$ cat src/rtl/spi_cfg_pkg.sv
package spi_cfg_pkg;

    localparam int BYTE_W    = 8;
    localparam int WIDE_AW   = 13;
    localparam int CNT_W     = 3;

    typedef enum logic {
        PH_INSTR = 1'b0,
        PH_DATA  = 1'b1
    } phase_e;

    typedef struct packed {
        phase_e              phase;
        logic [CNT_W-1:0]    bit_cnt;
        logic                hi_done;
        logic                rw;
        logic [1:0]          left;
        logic [WIDE_AW-1:0]  addr;
        logic [BYTE_W-1:0]   rx;
        logic [BYTE_W-1:0]   tx;
        logic                reading;
        logic                cfg_lsb;
        logic                cfg_long;
        logic                cfg_4w;
    } ctrl_state_t;

endpackage

$ cat src/rtl/spi_sclk_edge.sv
module spi_sclk_edge (
    input  logic clk,
    input  logic rst_n,
    input  logic sclk,
    output logic rise
);
    logic prev_d, prev_q;

    always_comb begin
        prev_d = sclk;
    end

    always_ff @(posedge clk or negedge rst_n) begin
        if (!rst_n) prev_q <= 1'b0;
        else        prev_q <= prev_d;
    end

    assign rise = sclk & ~prev_q;
endmodule

$ cat src/rtl/spi_cfg_regfile.sv
module spi_cfg_regfile
    import spi_cfg_pkg::*;
#(
    parameter int NUM_REGS = 32
) (
    input  logic                       clk,
    input  logic                       rst_n,
    input  logic                       wr_en,
    input  logic [WIDE_AW-1:0]         wr_addr,
    input  logic [BYTE_W-1:0]          wr_data,
    input  logic [WIDE_AW-1:0]         rd_addr,
    output logic [BYTE_W-1:0]          rd_data,
    output logic [NUM_REGS*BYTE_W-1:0] regs_flat
);
    localparam int IDX_W = $clog2(NUM_REGS);
    localparam logic [WIDE_AW-1:0] LIMIT = WIDE_AW'(NUM_REGS);

    logic [BYTE_W-1:0] regs_d [NUM_REGS];
    logic [BYTE_W-1:0] regs_q [NUM_REGS];
    logic              wr_hit, rd_hit;
    logic [IDX_W-1:0]  wr_idx, rd_idx;

    assign wr_hit = wr_addr < LIMIT;
    assign rd_hit = rd_addr < LIMIT;
    assign wr_idx = wr_addr[IDX_W-1:0];
    assign rd_idx = rd_addr[IDX_W-1:0];

    for (genvar g = 0; g < NUM_REGS; g++) begin : g_reg
        always_comb begin
            regs_d[g] = regs_q[g];
            if (wr_en && wr_hit && (wr_idx == IDX_W'(g))) begin
                regs_d[g] = wr_data;
            end
        end

        always_ff @(posedge clk or negedge rst_n) begin
            if (!rst_n) regs_q[g] <= '0;
            else        regs_q[g] <= regs_d[g];
        end

        assign regs_flat[g*BYTE_W +: BYTE_W] = regs_q[g];
    end

    assign rd_data = rd_hit ? regs_q[rd_idx] : '0;
endmodule

$ cat src/rtl/spi_cfg_ctrl.sv
module spi_cfg_ctrl
    import spi_cfg_pkg::*;
(
    input  logic                clk,
    input  logic                rst_n,
    input  logic                rise,
    input  logic                cs_n,
    input  logic                pin_mode,
    input  logic                din,
    input  logic                reg0_lsb,
    input  logic                reg0_long,
    input  logic                reg0_4w,
    input  logic [BYTE_W-1:0]   rd_data,
    output logic [WIDE_AW-1:0]  rd_addr,
    output logic                wr_en,
    output logic [WIDE_AW-1:0]  wr_addr,
    output logic [BYTE_W-1:0]   wr_data,
    output logic                out_bit,
    output logic                out_active,
    output logic                use_4w
);
    ctrl_state_t         d, q;
    logic [BYTE_W-1:0]   rx_n;
    logic [WIDE_AW-1:0]  next_addr;
    logic [WIDE_AW-1:0]  start;
    logic                rw_s;
    logic                idle;
    logic                abort;

    always_comb begin
        d         = q;
        wr_en     = 1'b0;
        rx_n      = q.cfg_lsb ? {din, q.rx[BYTE_W-1:1]} : {q.rx[BYTE_W-2:0], din};
        wr_addr   = q.addr;
        wr_data   = rx_n;
        rd_addr   = q.addr;
        next_addr = q.cfg_lsb ? q.addr + 1'b1 : q.addr - 1'b1;
        start     = q.addr;
        rw_s      = q.rw;
        idle      = (q.phase == PH_INSTR) && !q.hi_done && (q.bit_cnt == '0);
        abort     = pin_mode || (cs_n && (q.bit_cnt != '0));

        // control bits are copied only between transfers
        if (idle) begin
            d.cfg_lsb  = reg0_lsb;
            d.cfg_long = reg0_long;
            d.cfg_4w   = reg0_4w;
        end

        if (abort) begin
            d          = '0;
            d.cfg_lsb  = reg0_lsb;
            d.cfg_long = reg0_long;
            d.cfg_4w   = reg0_4w;
        end else if (rise && !cs_n) begin
            d.rx      = rx_n;
            d.bit_cnt = q.bit_cnt + 1'b1;
            if (q.reading) begin
                d.tx = q.cfg_lsb ? {1'b0, q.tx[BYTE_W-1:1]} : {q.tx[BYTE_W-2:0], 1'b0};
            end
            if (q.bit_cnt == 3'd7) begin
                if (q.phase == PH_INSTR) begin
                    if (q.cfg_long && !q.hi_done) begin
                        d.rw      = rx_n[7];
                        d.left    = rx_n[6:5];
                        d.addr    = {rx_n[4:0], 8'h00};
                        d.hi_done = 1'b1;
                    end else begin
                        if (q.cfg_long) begin
                            start = {q.addr[WIDE_AW-1:8], rx_n};
                            rw_s  = q.rw;
                        end else begin
                            start  = {8'h00, rx_n[4:0]};
                            rw_s   = rx_n[7];
                            d.left = rx_n[6:5];
                        end
                        d.rw      = rw_s;
                        d.addr    = start;
                        d.phase   = PH_DATA;
                        d.hi_done = 1'b0;
                        rd_addr   = start;
                        d.reading = rw_s;
                        d.tx      = rd_data;
                    end
                end else begin
                    wr_en = !q.rw;
                    if (q.left == 2'd0) begin
                        d          = '0;
                        d.cfg_lsb  = q.cfg_lsb;
                        d.cfg_long = q.cfg_long;
                        d.cfg_4w   = q.cfg_4w;
                    end else begin
                        d.left  = q.left - 1'b1;
                        d.addr  = next_addr;
                        rd_addr = next_addr;
                        d.tx    = rd_data;
                    end
                end
            end
        end
    end

    always_ff @(posedge clk or negedge rst_n) begin
        if (!rst_n) q <= '0;
        else        q <= d;
    end

    assign out_bit    = q.cfg_lsb ? q.tx[0] : q.tx[BYTE_W-1];
    assign out_active = q.reading;
    assign use_4w     = q.cfg_4w;
endmodule

$ cat src/rtl/spi_cfg_port.sv
module spi_cfg_port
    import spi_cfg_pkg::*;
#(
    parameter int NUM_REGS  = 32,
    parameter int LSB_BIT   = 6,
    parameter int LONG_BIT  = 4,
    parameter int WIRE4_BIT = 3
) (
    input  logic                       clk,
    input  logic                       rst_n,
    input  logic                       pin_mode,
    input  logic                       sclk,
    input  logic                       cs_n,
    input  logic                       sdio_i,
    output logic                       sdio_o,
    output logic                       sdio_oe,
    output logic                       sdo,
    output logic [NUM_REGS*BYTE_W-1:0] regs_o
);
    logic                rise;
    logic [WIDE_AW-1:0]  rd_addr, wr_addr;
    logic [BYTE_W-1:0]   rd_data, wr_data;
    logic                wr_en;
    logic                out_bit, out_active, use_4w;
    logic [BYTE_W-1:0]   reg0;
    logic                active;

    assign reg0 = regs_o[BYTE_W-1:0];

    spi_sclk_edge u_edge (
        .clk   (clk),
        .rst_n (rst_n),
        .sclk  (sclk),
        .rise  (rise)
    );

    spi_cfg_ctrl u_ctrl (
        .clk        (clk),
        .rst_n      (rst_n),
        .rise       (rise),
        .cs_n       (cs_n),
        .pin_mode   (pin_mode),
        .din        (sdio_i),
        .reg0_lsb   (reg0[LSB_BIT]),
        .reg0_long  (reg0[LONG_BIT]),
        .reg0_4w    (reg0[WIRE4_BIT]),
        .rd_data    (rd_data),
        .rd_addr    (rd_addr),
        .wr_en      (wr_en),
        .wr_addr    (wr_addr),
        .wr_data    (wr_data),
        .out_bit    (out_bit),
        .out_active (out_active),
        .use_4w     (use_4w)
    );

    spi_cfg_regfile #(.NUM_REGS(NUM_REGS)) u_regs (
        .clk       (clk),
        .rst_n     (rst_n),
        .wr_en     (wr_en),
        .wr_addr   (wr_addr),
        .wr_data   (wr_data),
        .rd_addr   (rd_addr),
        .rd_data   (rd_data),
        .regs_flat (regs_o)
    );

    assign active  = out_active && !cs_n && !pin_mode;
    assign sdio_oe = active && !use_4w;
    assign sdio_o  = sdio_oe && out_bit;
    assign sdo     = active && use_4w && out_bit;
endmodule

$ cat config.mk
export PLATFORM = sky130hd
export DESIGN_NAME = spi_cfg_port
export DESIGN_NICKNAME = d
export VERILOG_FILES = /design/src/rtl/spi_cfg_pkg.sv /design/src/rtl/spi_sclk_edge.sv /design/src/rtl/spi_cfg_regfile.sv /design/src/rtl/spi_cfg_ctrl.sv /design/src/rtl/spi_cfg_port.sv
export SDC_FILE = /design/constraint.sdc
export NUM_CORES = 1
export LEC_CHECK = 0
export BUFFER_PORTS_ARGS = -buffer_cell sky130_fd_sc_hd__clkbuf_2
export CAP_MARGIN = 20
export CORE_MARGIN = 4
export CORE_UTILIZATION = 61
export CTS_CLUSTER_DIAMETER = 30
export DETAILED_ROUTE_END_ITERATION = 6
export PLACE_DENSITY = 0.86
export SETUP_SLACK_MARGIN = 0.3
export SYNTH_ARGS = -nofsm -noshare
export SYNTH_HDL_FRONTEND = slang
export SYNTH_SLANG_ARGS = --single-unit
export TNS_END_PERCENT = 20
$ cat constraint.sdc
create_clock -name clk -period 8 [get_ports clk]
set_clock_uncertainty 0.05 [all_clocks]
set_input_delay 0.4 -clock clk [delete_from_list [all_inputs] [get_ports clk]]
set_output_delay 0.4 -clock clk [all_outputs]
set_load 0.01 [all_outputs]
After elaboration in Yosys (flattened, before gate mapping)

Cells that the tools add are included.

Add/subtract/negate cells: 4
Magnitude comparators: 3
Equal/unequal tests: 36
Mux-type cells: 40
Bitwise gates (word level): 4
Reduce and logical (&&, ||, !) cells: 60

Operators by type and width:

| kind                                                                           | count |
|---|---|
| 41-bit 2-to-1 mux                                                              | 3 |
| 13-bit 2-to-1 mux                                                              | 8 |
| 5-bit == test (second input constant)                                          | 16 |
| 8-bit 2-to-1 mux                                                               | 9 |
| 1-bit logical AND                                                              | 44 |
| 8-bit binary-select mux with 5-bit select                                      | 1 |
| 5-bit by 4-bit == test with 1-bit output (second input constant)               | 8 |
| 17-bit 2-to-1 mux                                                              | 2 |
| 13-bit by 6-bit less-than comparator with 1-bit output (second input constant) | 2 |
| 5-bit by 3-bit == test with 1-bit output (second input constant)               | 4 |
| 9-bit 2-to-1 mux                                                               | 2 |
| 15-bit 2-to-1 mux                                                              | 1 |
| 13-bit by 1-bit adder with 13-bit output (second input constant)               | 1 |
| 13-bit by 1-bit subtractor with 13-bit output (second input constant)          | 1 |
| 5-bit by 2-bit == test with 1-bit output (second input constant)               | 2 |
| 3-bit 2-to-1 mux                                                               | 3 |
| 1-bit 2-to-1 mux                                                               | 8 |
| 6-bit >= comparator (second input constant)                                    | 1 |
| 6-bit 2-to-1 mux                                                               | 1 |
| 5-bit NOT with 6-bit output                                                    | 1 |
| 3-bit AND reduction                                                            | 2 |
| 5-bit by 1-bit == test with 1-bit output (second input constant)               | 1 |
| 1-bit logical NOT                                                              | 5 |
| 5-bit logical NOT                                                              | 1 |
| other kinds (18)                                                               | 20 |

Bits in registers: 298
Word-level logic and storage cells: 192

Longest topological paths before layout

Gate-level depths: netlist of the first run.

Depth after elaboration: 17
Depth in mapped cells: 16
Mapped depth without buffers: 11

Hierarchy

Synthesis of the first run repeated with hierarchy kept, for this count alone.

Cell total of the unflattened synthesis: 1183
Area, all modules: 15393.5 sq um

By module, submodules not included:

| module          | times used | cells an instance | area an instance (sq um) | seq. area each (sq um) |
|---|---|---|---|---|
| spi_cfg_regfile | 1          | 790               | 12017.8                  | 6406.1 |
| spi_cfg_ctrl    | 1          | 387               | 3284.4                   | 1026.0 |
| spi_cfg_port    | 1          | 4                 | 52.6                     | 0.0 |
| spi_sclk_edge   | 1          | 2                 | 38.8                     | 25.0 |

Worst setup path before layout of the first run

No wires, ideal clock.

Path kind: register to register
Start: reg u_ctrl.q[2] (netlist bit)
End: reg u_ctrl.q[7] (netlist bit)
Library setup time: 0.140 ns
Arrival: 3.459 ns
Data required time: 7.810 ns
Setup slack: 4.351 ns
Stages on the path, launching flop included: 16
Path buffers: 5
Period minus slack after synthesis: 3.649 ns
Path through: dfrtp_1 -> buf_6 -> buf_4 -> buf_1 -> inv_1 -> fa_1 -> xor2_1 -> a22o_1 -> a21o_1 -> buf_4 -> nand2_4 -> buf_6 -> mux4_2 -> a211o_1 -> nand4_1 -> o31ai_1

Word-level cells in the longest chain between the ends: 17

Ends and longest elaborated chain:

| element                                                     | line                                   | source |
|---|---|---|
| from (decl)                                                 | spi_cfg_ctrl.sv:22                     | `ctrl_state_t d, q;` |
| from (signal assigned)                                      | spi_cfg_ctrl.sv:104                    | `if (!rst_n) q <= '0;` |
| from (signal assigned)                                      | spi_cfg_ctrl.sv:105                    | `else q <= d;` |
| 8-bit 2-to-1 mux                                            | spi_cfg_ctrl.sv:33                     | `rx_n = q.cfg_lsb ? {din, q.rx[BYTE_W-1:1]} : {q.rx[BYTE_W-2:0], din};` |
| 13-bit 2-to-1 mux                                           | spi_cfg_ctrl.sv:69                     | `if (q.cfg_long) begin` |
| 13-bit 2-to-1 mux                                           | spi_cfg_ctrl.sv:63                     | `if (q.cfg_long && !q.hi_done) begin` |
| 13-bit 2-to-1 mux                                           | spi_cfg_ctrl.sv:62                     | `if (q.phase == PH_INSTR) begin` |
| 13-bit 2-to-1 mux                                           | spi_cfg_ctrl.sv:61                     | `if (q.bit_cnt == 3'd7) begin` |
| 13-bit 2-to-1 mux                                           | spi_cfg_ctrl.sv:55                     | `end else if (rise && !cs_n) begin` |
| 13-bit 2-to-1 mux                                           | spi_cfg_ctrl.sv:50                     | `if (abort) begin` |
| 5-bit NOT with 6-bit output (implied by the code)           | spi_cfg_regfile.sv:44                  | `assign rd_data = rd_hit ? regs_q[rd_idx] : '0;` |
| 8-bit binary-select mux with 5-bit select                   | spi_cfg_regfile.sv:44                  |  |
| 8-bit 2-to-1 mux (implied by the code) (2 in series)        | spi_cfg_regfile.sv:44                  |  |
| 8-bit 2-to-1 mux                                            | spi_cfg_regfile.sv:44                  |  |
| 9-bit 2-to-1 mux / 8-bit 2-to-1 mux (equally long branches) | spi_cfg_ctrl.sv:63, spi_cfg_ctrl.sv:87 |  |
| 9-bit 2-to-1 mux                                            | spi_cfg_ctrl.sv:62                     |  |
| 41-bit 2-to-1 mux (*)                                       | spi_cfg_ctrl.sv:61                     |  |
| 41-bit 2-to-1 mux (*)                                       | spi_cfg_ctrl.sv:55                     |  |
| 41-bit 2-to-1 mux (*)                                       | spi_cfg_ctrl.sv:50                     |  |

Every way passes the cells marked *; elsewhere a longest branch is shown, timed or not. The select of a mux whose other input is x is not followed.
A chain may end at the register's enable or synchronous reset.

Final worst setup path of the first run

Start: reg u_ctrl.q[37] (netlist bit)
End: reg u_ctrl.q[10] (netlist bit)

Word-level cells in the longest chain between the ends: 14

Ends and longest elaborated chain:

| element                                                       | line |
|---|---|
| 3-bit == test / 3-bit nonzero test (equally long branches)    | spi_cfg_ctrl.sv:61, spi_cfg_ctrl.sv:41 |
| 13-bit 2-to-1 mux / 1-bit logical AND (equally long branches) | spi_cfg_ctrl.sv:61, spi_cfg_ctrl.sv:41 |
| 13-bit 2-to-1 mux / 1-bit logical OR (equally long branches)  | spi_cfg_ctrl.sv:55, spi_cfg_ctrl.sv:41 |
| 13-bit 2-to-1 mux                                             | spi_cfg_ctrl.sv:50 |
| 5-bit NOT with 6-bit output (implied by the code)             | spi_cfg_regfile.sv:44 |
| 8-bit binary-select mux with 5-bit select                     | spi_cfg_regfile.sv:44 |
| 8-bit 2-to-1 mux (implied by the code) (2 in series)          | spi_cfg_regfile.sv:44 |
| 8-bit 2-to-1 mux                                              | spi_cfg_regfile.sv:44 |
| 9-bit 2-to-1 mux / 8-bit 2-to-1 mux (equally long branches)   | spi_cfg_ctrl.sv:63, spi_cfg_ctrl.sv:87 |
| 9-bit 2-to-1 mux                                              | spi_cfg_ctrl.sv:62 |
| 41-bit 2-to-1 mux                                             | spi_cfg_ctrl.sv:61 |
| 41-bit 2-to-1 mux                                             | spi_cfg_ctrl.sv:55 |
| 41-bit 2-to-1 mux                                             | spi_cfg_ctrl.sv:50 |

Several ways; a longest one is shown, not always the timed one. The select of a mux whose other input is x is not followed.

==> results.ini, run 1 <==
[job]
maxCapViolCount = 0

[global_routing]
antenna_found_initial = 0
grt_pass1_wl_um = 84310
grt_overflow = 0
grt_max_degree = 169
grtUsageTotal = 0.3839
grt_pass1_vias = 14290

[placed_design]
dpl-instance-area_sq_um = 16420
gp_congestion = 0.9506
io_buffers = 264
place.detailed.hpwl_um = 36260

[setup_path]
critPathBufInv = 1
end_kind = flop
reg2reg_slack_ns = 3.65
cp_max_fo = 108
slowest_stage = a221oi_1
start_kind = flop
critical_path_arrival_ns = 4.77
worstPathRequired_ns = 8.43
critPathMaxStageDelay_ns = 0.79
crit_family = compound AO/OA/AOI/OAI gates
reg2reg_depth = 11
critPathKind = flop to flop
cp_num_cells = 11
worstPathCellList = ha_1 -> ha_1 -> nand4bb_4 -> nor3_4 -> a21o_2 -> buf_4 -> a311oi_1 -> a221oi_1 -> a211o_1 -> nand4_1 -> o31ai_1
crit_top_cell = ha_1

[route]
drt-pass1-iter-count = 6
vias_per_cell = 6.725
postRouteAntennaNets = 0
drtIter0Drc = 2234
wl_per_cell_um = 25.00
vias = 14690
drc = 0
finalWirelength_um = 54590

[synthesis]
async_reset_ff_frac = 1.000
synthFlopType = dfrtp_1
syn_area_per_cell_sq_um = 9.356
synth_nets = 1649
synth-edff-count = 0
ys_seq_area_frac = 0.4899
netlist_area_sq_um = 15220
yosysUniqueCellTypes = 86
ys_ff_latch = 298
syn_inst = 1627
yosys_warnings = 0

[cells_and_area]
layout_common_cells = dfrtp_1, clkbuf_2, o21ai_0
finalInstanceArea_sq_um = 18370
multi_input_area_sq_um = 7029
area_delta_synth_final_pct = 20.65
diodes = 0
seq_area_sq_um = 7457
fin_nets = 1836
layout_commonest_cell = dfrtp_1
fill_cells = 1693
drive_above_1_share = 0.2339

[sta]
hold_viol = 0
slew_headroom = 0.2403
tns_ns = 0
rsz0062_at_grt = false
fmax_ghz = 0.2300
final_max_slew_viol_count = 0
setup_viol = 0
period_share = 0.5435
tightest_slew_ns = 1.140
finalCriticalPeriod_ns = 4.348

[pwr]
p_per_area_nw_per_um2 = 213.9
finalPower_w = 0.003928
p_leak_nw = 8.859
ir_worst_vdd_uv = 196.4

[clock_tree]
cts_tree = built
cts_buffers = 55
clockRootBuffer = clkbuf_16
clk_pin_slew_worst_paths_ns = 0.06
h-tree-depth = 2
cts.path.max_buffers = 3
cts_setup_buffers = 0
post_cts_resized = 0
insertion_delay_ns = 0.57
numClockSinks = 298

[floorplan]
num_rows = 57
initial_core_util = 0.6223
dieHeight_um = 166.0
die_area_sq_um = 27550
io_pins = 265
core_region_area_sq_um = 24460
die_w_um = 166.0

[worst_hold_path]
hp-class = input pin to flop
min_path_cells = 3

[outcome]
status = finished, final reports clean

## layout make-up
cell class | count | area share
clock inverters | 38 | 0.02446
multi-input cells | 1161 | 0.3827
well taps | 324 | 0.02207
flip-flops and latches | 298 | 0.4061
repair buffers | 286 | 0.08244
clock buffers | 65 | 0.07978
inverters | 12 | 0.002453
## final timing paths
path / start / endpoint
worst min register to register: u_regs.regs_flat[246] / u_regs.regs_flat[246]
worst min-delay path: cs_n / u_ctrl.q[36]
worst max register to register: u_ctrl.q[37] / u_ctrl.q[10]
worst max-delay path: u_ctrl.q[37] / u_ctrl.q[10]
min in group asynchronous: rst_n / u_regs.regs_flat[197]
max in group asynchronous: rst_n / u_ctrl.wr_addr[0]
## tightest hold or removal path: stages
cell and delay (ns):
clkbuf_2 0.14, a21o_1 0.27, a21oi_1 0.07
## sequential cells by signal, indices dropped and copies added (netlist names)
name / count
u_regs.regs_flat: 256
u_ctrl.q: 26
u_ctrl.wr_addr: 13
u_ctrl.out_active: 1
u_ctrl.use_4w: 1
u_edge.prev_q: 1
## kinds of logic after synthesis
group                      after synthesis  share of synthesized area
AOI/OAI and AO/OA                      572                     0.2285
xor gates and xnor gates                 9                   0.005179
adders and majority gates               16                    0.01364
buffers and inverters                  168                    0.05458
DFF                                    298                     0.4899
muxes                                   38                    0.03353
and+or+nand+nor                        526                     0.1747
## cell usage after synthesis (9+ instances only)
cell / count / area [sq um]
a211o_1: 9 / 78.83
a211oi_1: 96 / 720.7
a21oi_1: 152 / 760.7
a22o_1: 16 / 140.1
and3_1: 102 / 638.1
buf_2: 42 / 210.2
buf_4: 20 / 150.1
buf_6: 9 / 101.4
clkbuf_1: 74 / 277.8
dfrtp_1: 298 / 7457
ha_1: 15 / 187.7
inv_1: 11 / 41.29
mux2i_1: 20 / 200.2
nand2_1: 153 / 574.3
nand2b_1: 9 / 56.30
nand3_1: 14 / 70.07
nand4_1: 12 / 75.07
nor2_1: 165 / 619.3
o21ai_0: 175 / 875.8
o21ai_1: 38 / 190.2
o22ai_1: 10 / 62.56
o31ai_1: 10 / 75.07
## power breakdown
| group | leakage [nW] | internal [W] | switching [W] |
|---|---|---|---|
| Combinational | 3.77 | 0.00000908 | 0.0000479 |
| Clock | 0.926 | 0.00150 | 0.000858 |
| Sequential | 4.16 | 0.00151 | 0.000000962 |
| Total | 8.86 | 0.00302 | 0.000907 |
## repair_timing
item,in CTS,in global routing
hold buffers,2,0
hold endpoints to repair,131,0
setup endpoints to repair,0,0
## metal layers
layer / GRT usage / part of all wire / vias up
li1: - / - / 6280
met1: 0.4968 / 0.36 / 7030
met2: 0.6017 / 0.46 / 1108
met5: 0 / 0 / -
met4: 0.1833 / 0.056 / 0
met3: 0.1095 / 0.12 / 269
## through the flow
step	worst slack, ns	instances	util	hold WS [ns]
floorplan	4.351	1627	-	0.05441
global placement	3.887	2078	0.6714	0.4496
detailed placement	3.830	2078	0.6714	0.4464
CTS	3.798	2183	0.7504	0.2720
global route	3.288	2184	0.7508	0.3345
finish	3.652	2184	0.7508	0.3088
Note: power is estimated with default switching activity, not from simulation.
==> run 2: changes to the inputs <==
--- a/config.mk
+++ b/config.mk
@@ -8,10 +8,10 @@
 export BUFFER_PORTS_ARGS = -buffer_cell sky130_fd_sc_hd__clkbuf_2
 export CAP_MARGIN = 20
 export CORE_MARGIN = 4
-export CORE_UTILIZATION = 61
+export CORE_UTILIZATION = 57
 export CTS_CLUSTER_DIAMETER = 30
 export DETAILED_ROUTE_END_ITERATION = 6
-export PLACE_DENSITY = 0.86
+export PLACE_DENSITY = 0.81
 export SETUP_SLACK_MARGIN = 0.3
 export SYNTH_ARGS = -nofsm -noshare
 export SYNTH_HDL_FRONTEND = slang
==> constraint.sdc (replaced) <==
create_clock -name clk -period 4.1 [get_ports clk]
set_clock_uncertainty 0.05 [all_clocks]
set_input_delay 0.205 -clock clk [delete_from_list [all_inputs] [get_ports clk]]
set_output_delay 0.205 -clock clk [all_outputs]
set_load 0.01 [all_outputs]
==> run 2 against run 1 <==
Against the previous run:
- flip-flop and latch count unchanged
- critical path depth shrank 1
- clock power rose by 110%
- design area grew 2.0%
- die area rose by 6.7%
- non-clock buffer count up 18
- sequential power rose by 95%
- first-iteration DRC count fell by 5.6%
- power increased by 100%
- hold slack lost 0.22 ns
- worst setup slack worse by 3.2 ns
- register-to-register slack worse by 3.2 ns
- critical endpoint is now u_ctrl.q[6]
- largest cell class unchanged
- highest routed layer is now met5
==> results.ini, run 2 (synthesis gave the netlist of run 1 again) <==
[outcome]
status = finished, final reports clean

[sta]
finalCriticalPeriod_ns = 3.640  ; -0.7079 ns
tns_ns = 0  ; unchanged
period_share = 0.8879  ; +0.3444
setup_ws_ns = 0.4596  ; -3.192 ns
slew_headroom = 0.2418  ; +0.001478
tightest_slew_ns = 1.114  ; -0.02601 ns
setup_viol = 0  ; unchanged
hold_viol = 0  ; unchanged
final_max_slew_viol_count = 0  ; unchanged
fmax_ghz = 0.2747  ; +19%
rsz0062_at_grt = true

[placed_design]
gp_congestion = 1.060  ; +12%
io_buffers = 264  ; unchanged
preCtsSetupSlack_ns = 0.5345  ; -3.296 ns
place.detailed.hpwl_um = 36790  ; +1.5%

[setup_path]
critPathKind = flop to flop
start_kind = flop
worstPathRequired_ns = 4.48  ; -3.95 ns
cp_max_fo = 12  ; -89%
critical_path_arrival_ns = 4.02  ; -0.75 ns
end_kind = flop

[floorplan]
initial_core_util = 0.5825  ; -0.03977
num_rows = 59  ; +3.5%
dieHeight_um = 171.4  ; +3.3%
core_region_area_sq_um = 26130  ; +6.8%
die_area_sq_um = 29380  ; +6.7%
die_w_um = 171.4  ; +3.3%
io_pins = 265  ; unchanged

[global_routing]
grt_pass1_vias = 14310  ; +0.16%
grtUsageTotal = 0.3716  ; -0.01235
grt_pass1_wl_um = 84630  ; +0.38%
grt_overflow = 0  ; unchanged
grt_max_degree = 130  ; -23%
antenna_found_initial = 1  ; +1

[route]
drtIter0Drc = 2108  ; -5.6%
wl_per_cell_um = 25.23  ; +0.95%
postRouteAntennaNets = 0  ; unchanged
vias = 15080  ; +2.7%
drt-pass1-iter-count = 6  ; unchanged
drc = 0  ; unchanged
finalWirelength_um = 55940  ; +2.5%
vias_per_cell = 6.803  ; +1.2%

[cells_and_area]
layout_common_cells = dfrtp_1, clkbuf_2, o21ai_0
finish.utilization = 0.7170  ; -0.03377
fin_nets = 1856  ; +1.1%
drive_above_1_share = 0.2434  ; +0.009487
largest_reg_flops = 256  ; unchanged
diodes = 0  ; unchanged
fill_cells = 1838  ; +8.6%
multi_input_area_sq_um = 7032  ; about the same
layout_commonest_cell = dfrtp_1
area_delta_synth_final_pct = 23.09
seq_area_sq_um = 7457  ; unchanged

[clock_tree]
insertion_delay_ns = 0.59  ; +0.02 ns
h-tree-depth = 2  ; unchanged
numClockSinks = 298  ; unchanged
cts_buffers = 57  ; +3.6%
cts_tree = built
clockRootBuffer = clkbuf_16
clk_pin_slew_worst_paths_ns = 0.05  ; about the same
cts.path.max_buffers = 3  ; unchanged

[pwr]
p_seq_frac = 0.369  ; -0.016
p_per_area_nw_per_um2 = 426.2  ; +99%
p_comb_frac = 0.014  ; about the same
p_leak_nw = 9.026  ; +1.9%
power.switching_w = 0.001825  ; +100%
power.share.switching = 0.2286  ; -0.002243
internal_power_w = 0.006161  ; +100%
ir_worst_vdd_uv = 313.9  ; +60%
pwr-share-clk = 0.617  ; +0.016

[worst_hold_path]
hp-class = input pin to flop

[job]
maxCapViolCount = 0  ; unchanged

run 2: cell types whose count changed in the layout (fill, tap and decap cells not counted), sizes merged:
cell,delta
buf,+18
bufinv,+3
clkbuf,+2
clkinv,-4
clkinvlp,+4
inv,-1
run 2: repair_timing:
action | 4_1_cts | 5_1_grt
hold buffers | 2 | 0
setup endpoints to repair | 0 | 128
setup buffers | 0 | 3
resized for setup | 0 | 1
hold endpoints to repair | 126 | 0
run 2: worst max-delay path, stage by stage, from the launching register on:
cell and delay, ns:
dfrtp_1 0.37, inv_1 0.37, ha_1 0.37, a21o_1 0.23
o21ai_0 0.52, a211oi_1 0.16, nor2b_1 0.20, o21ai_0 0.14
xnor2_1 0.16, o21ai_1 0.70, o31ai_1 0.21
run 2: path summary, 6_finish.rpt:
kind                                        from                    end  slack, ns  cells past startpoint
min reg2reg                u_regs.regs_flat[246]  u_regs.regs_flat[246]       0.46                      2
min                                         cs_n           u_ctrl.q[35]       0.09                      3
max                                  u_ctrl.q[2]            u_ctrl.q[6]       0.46                     10
max reg2reg                          u_ctrl.q[2]            u_ctrl.q[6]       0.46                     10
max in group asynchronous                  rst_n  u_regs.regs_flat[110]       2.57                      3
min in group asynchronous                  rst_n  u_regs.regs_flat[172]       0.26                      2
run 2: cell type report:
cell class / count / share of cell area
sequential: 298 / 0.3980
inverter: 12 / 0.002404
clock buffer: 67 / 0.08087
timing repair buffer: 304 / 0.09336
tap: 335 / 0.02237
multi-input combinational: 1161 / 0.3753
clock inverter: 40 / 0.02771
run 2: per-stage QoR:
step	hold slack (ns)	power (W)	area (sq um)	instances
2_1_floorplan	-0.1406	0.003024	15220	1627
3_3_place_gp	0.3418	0.003107	16620	2105
3_5_place_dp	0.3451	0.003109	16620	2105
4_1_cts	0.07726	0.007972	18670	2214
5_1_grt	0.1389	0.008136	18740	2217
6_report	0.09320	0.007986	18740	2217
run 2: power by group through the flow:
stage	clock network [W]	logic [W]	registers [W]
4_1_cts	0.00491	0.000114	0.00295
6_report	0.00492	0.000113	0.00295
3_3_place_gp	0	0.000109	0.00300
5_1_grt	0.00506	0.000126	0.00295
3_5_place_dp	0	0.000111	0.00300
2_1_floorplan	0	0.0000260	0.00300
run 2: per-layer routing:
metal  track usage  vias up  wire [um]
met5             0        -         14
met4        0.1812        2       3249
met3       0.09630      279       7223
met2        0.5715     1255      25550
met1        0.4951     7215      19900
li1              -     6331          -
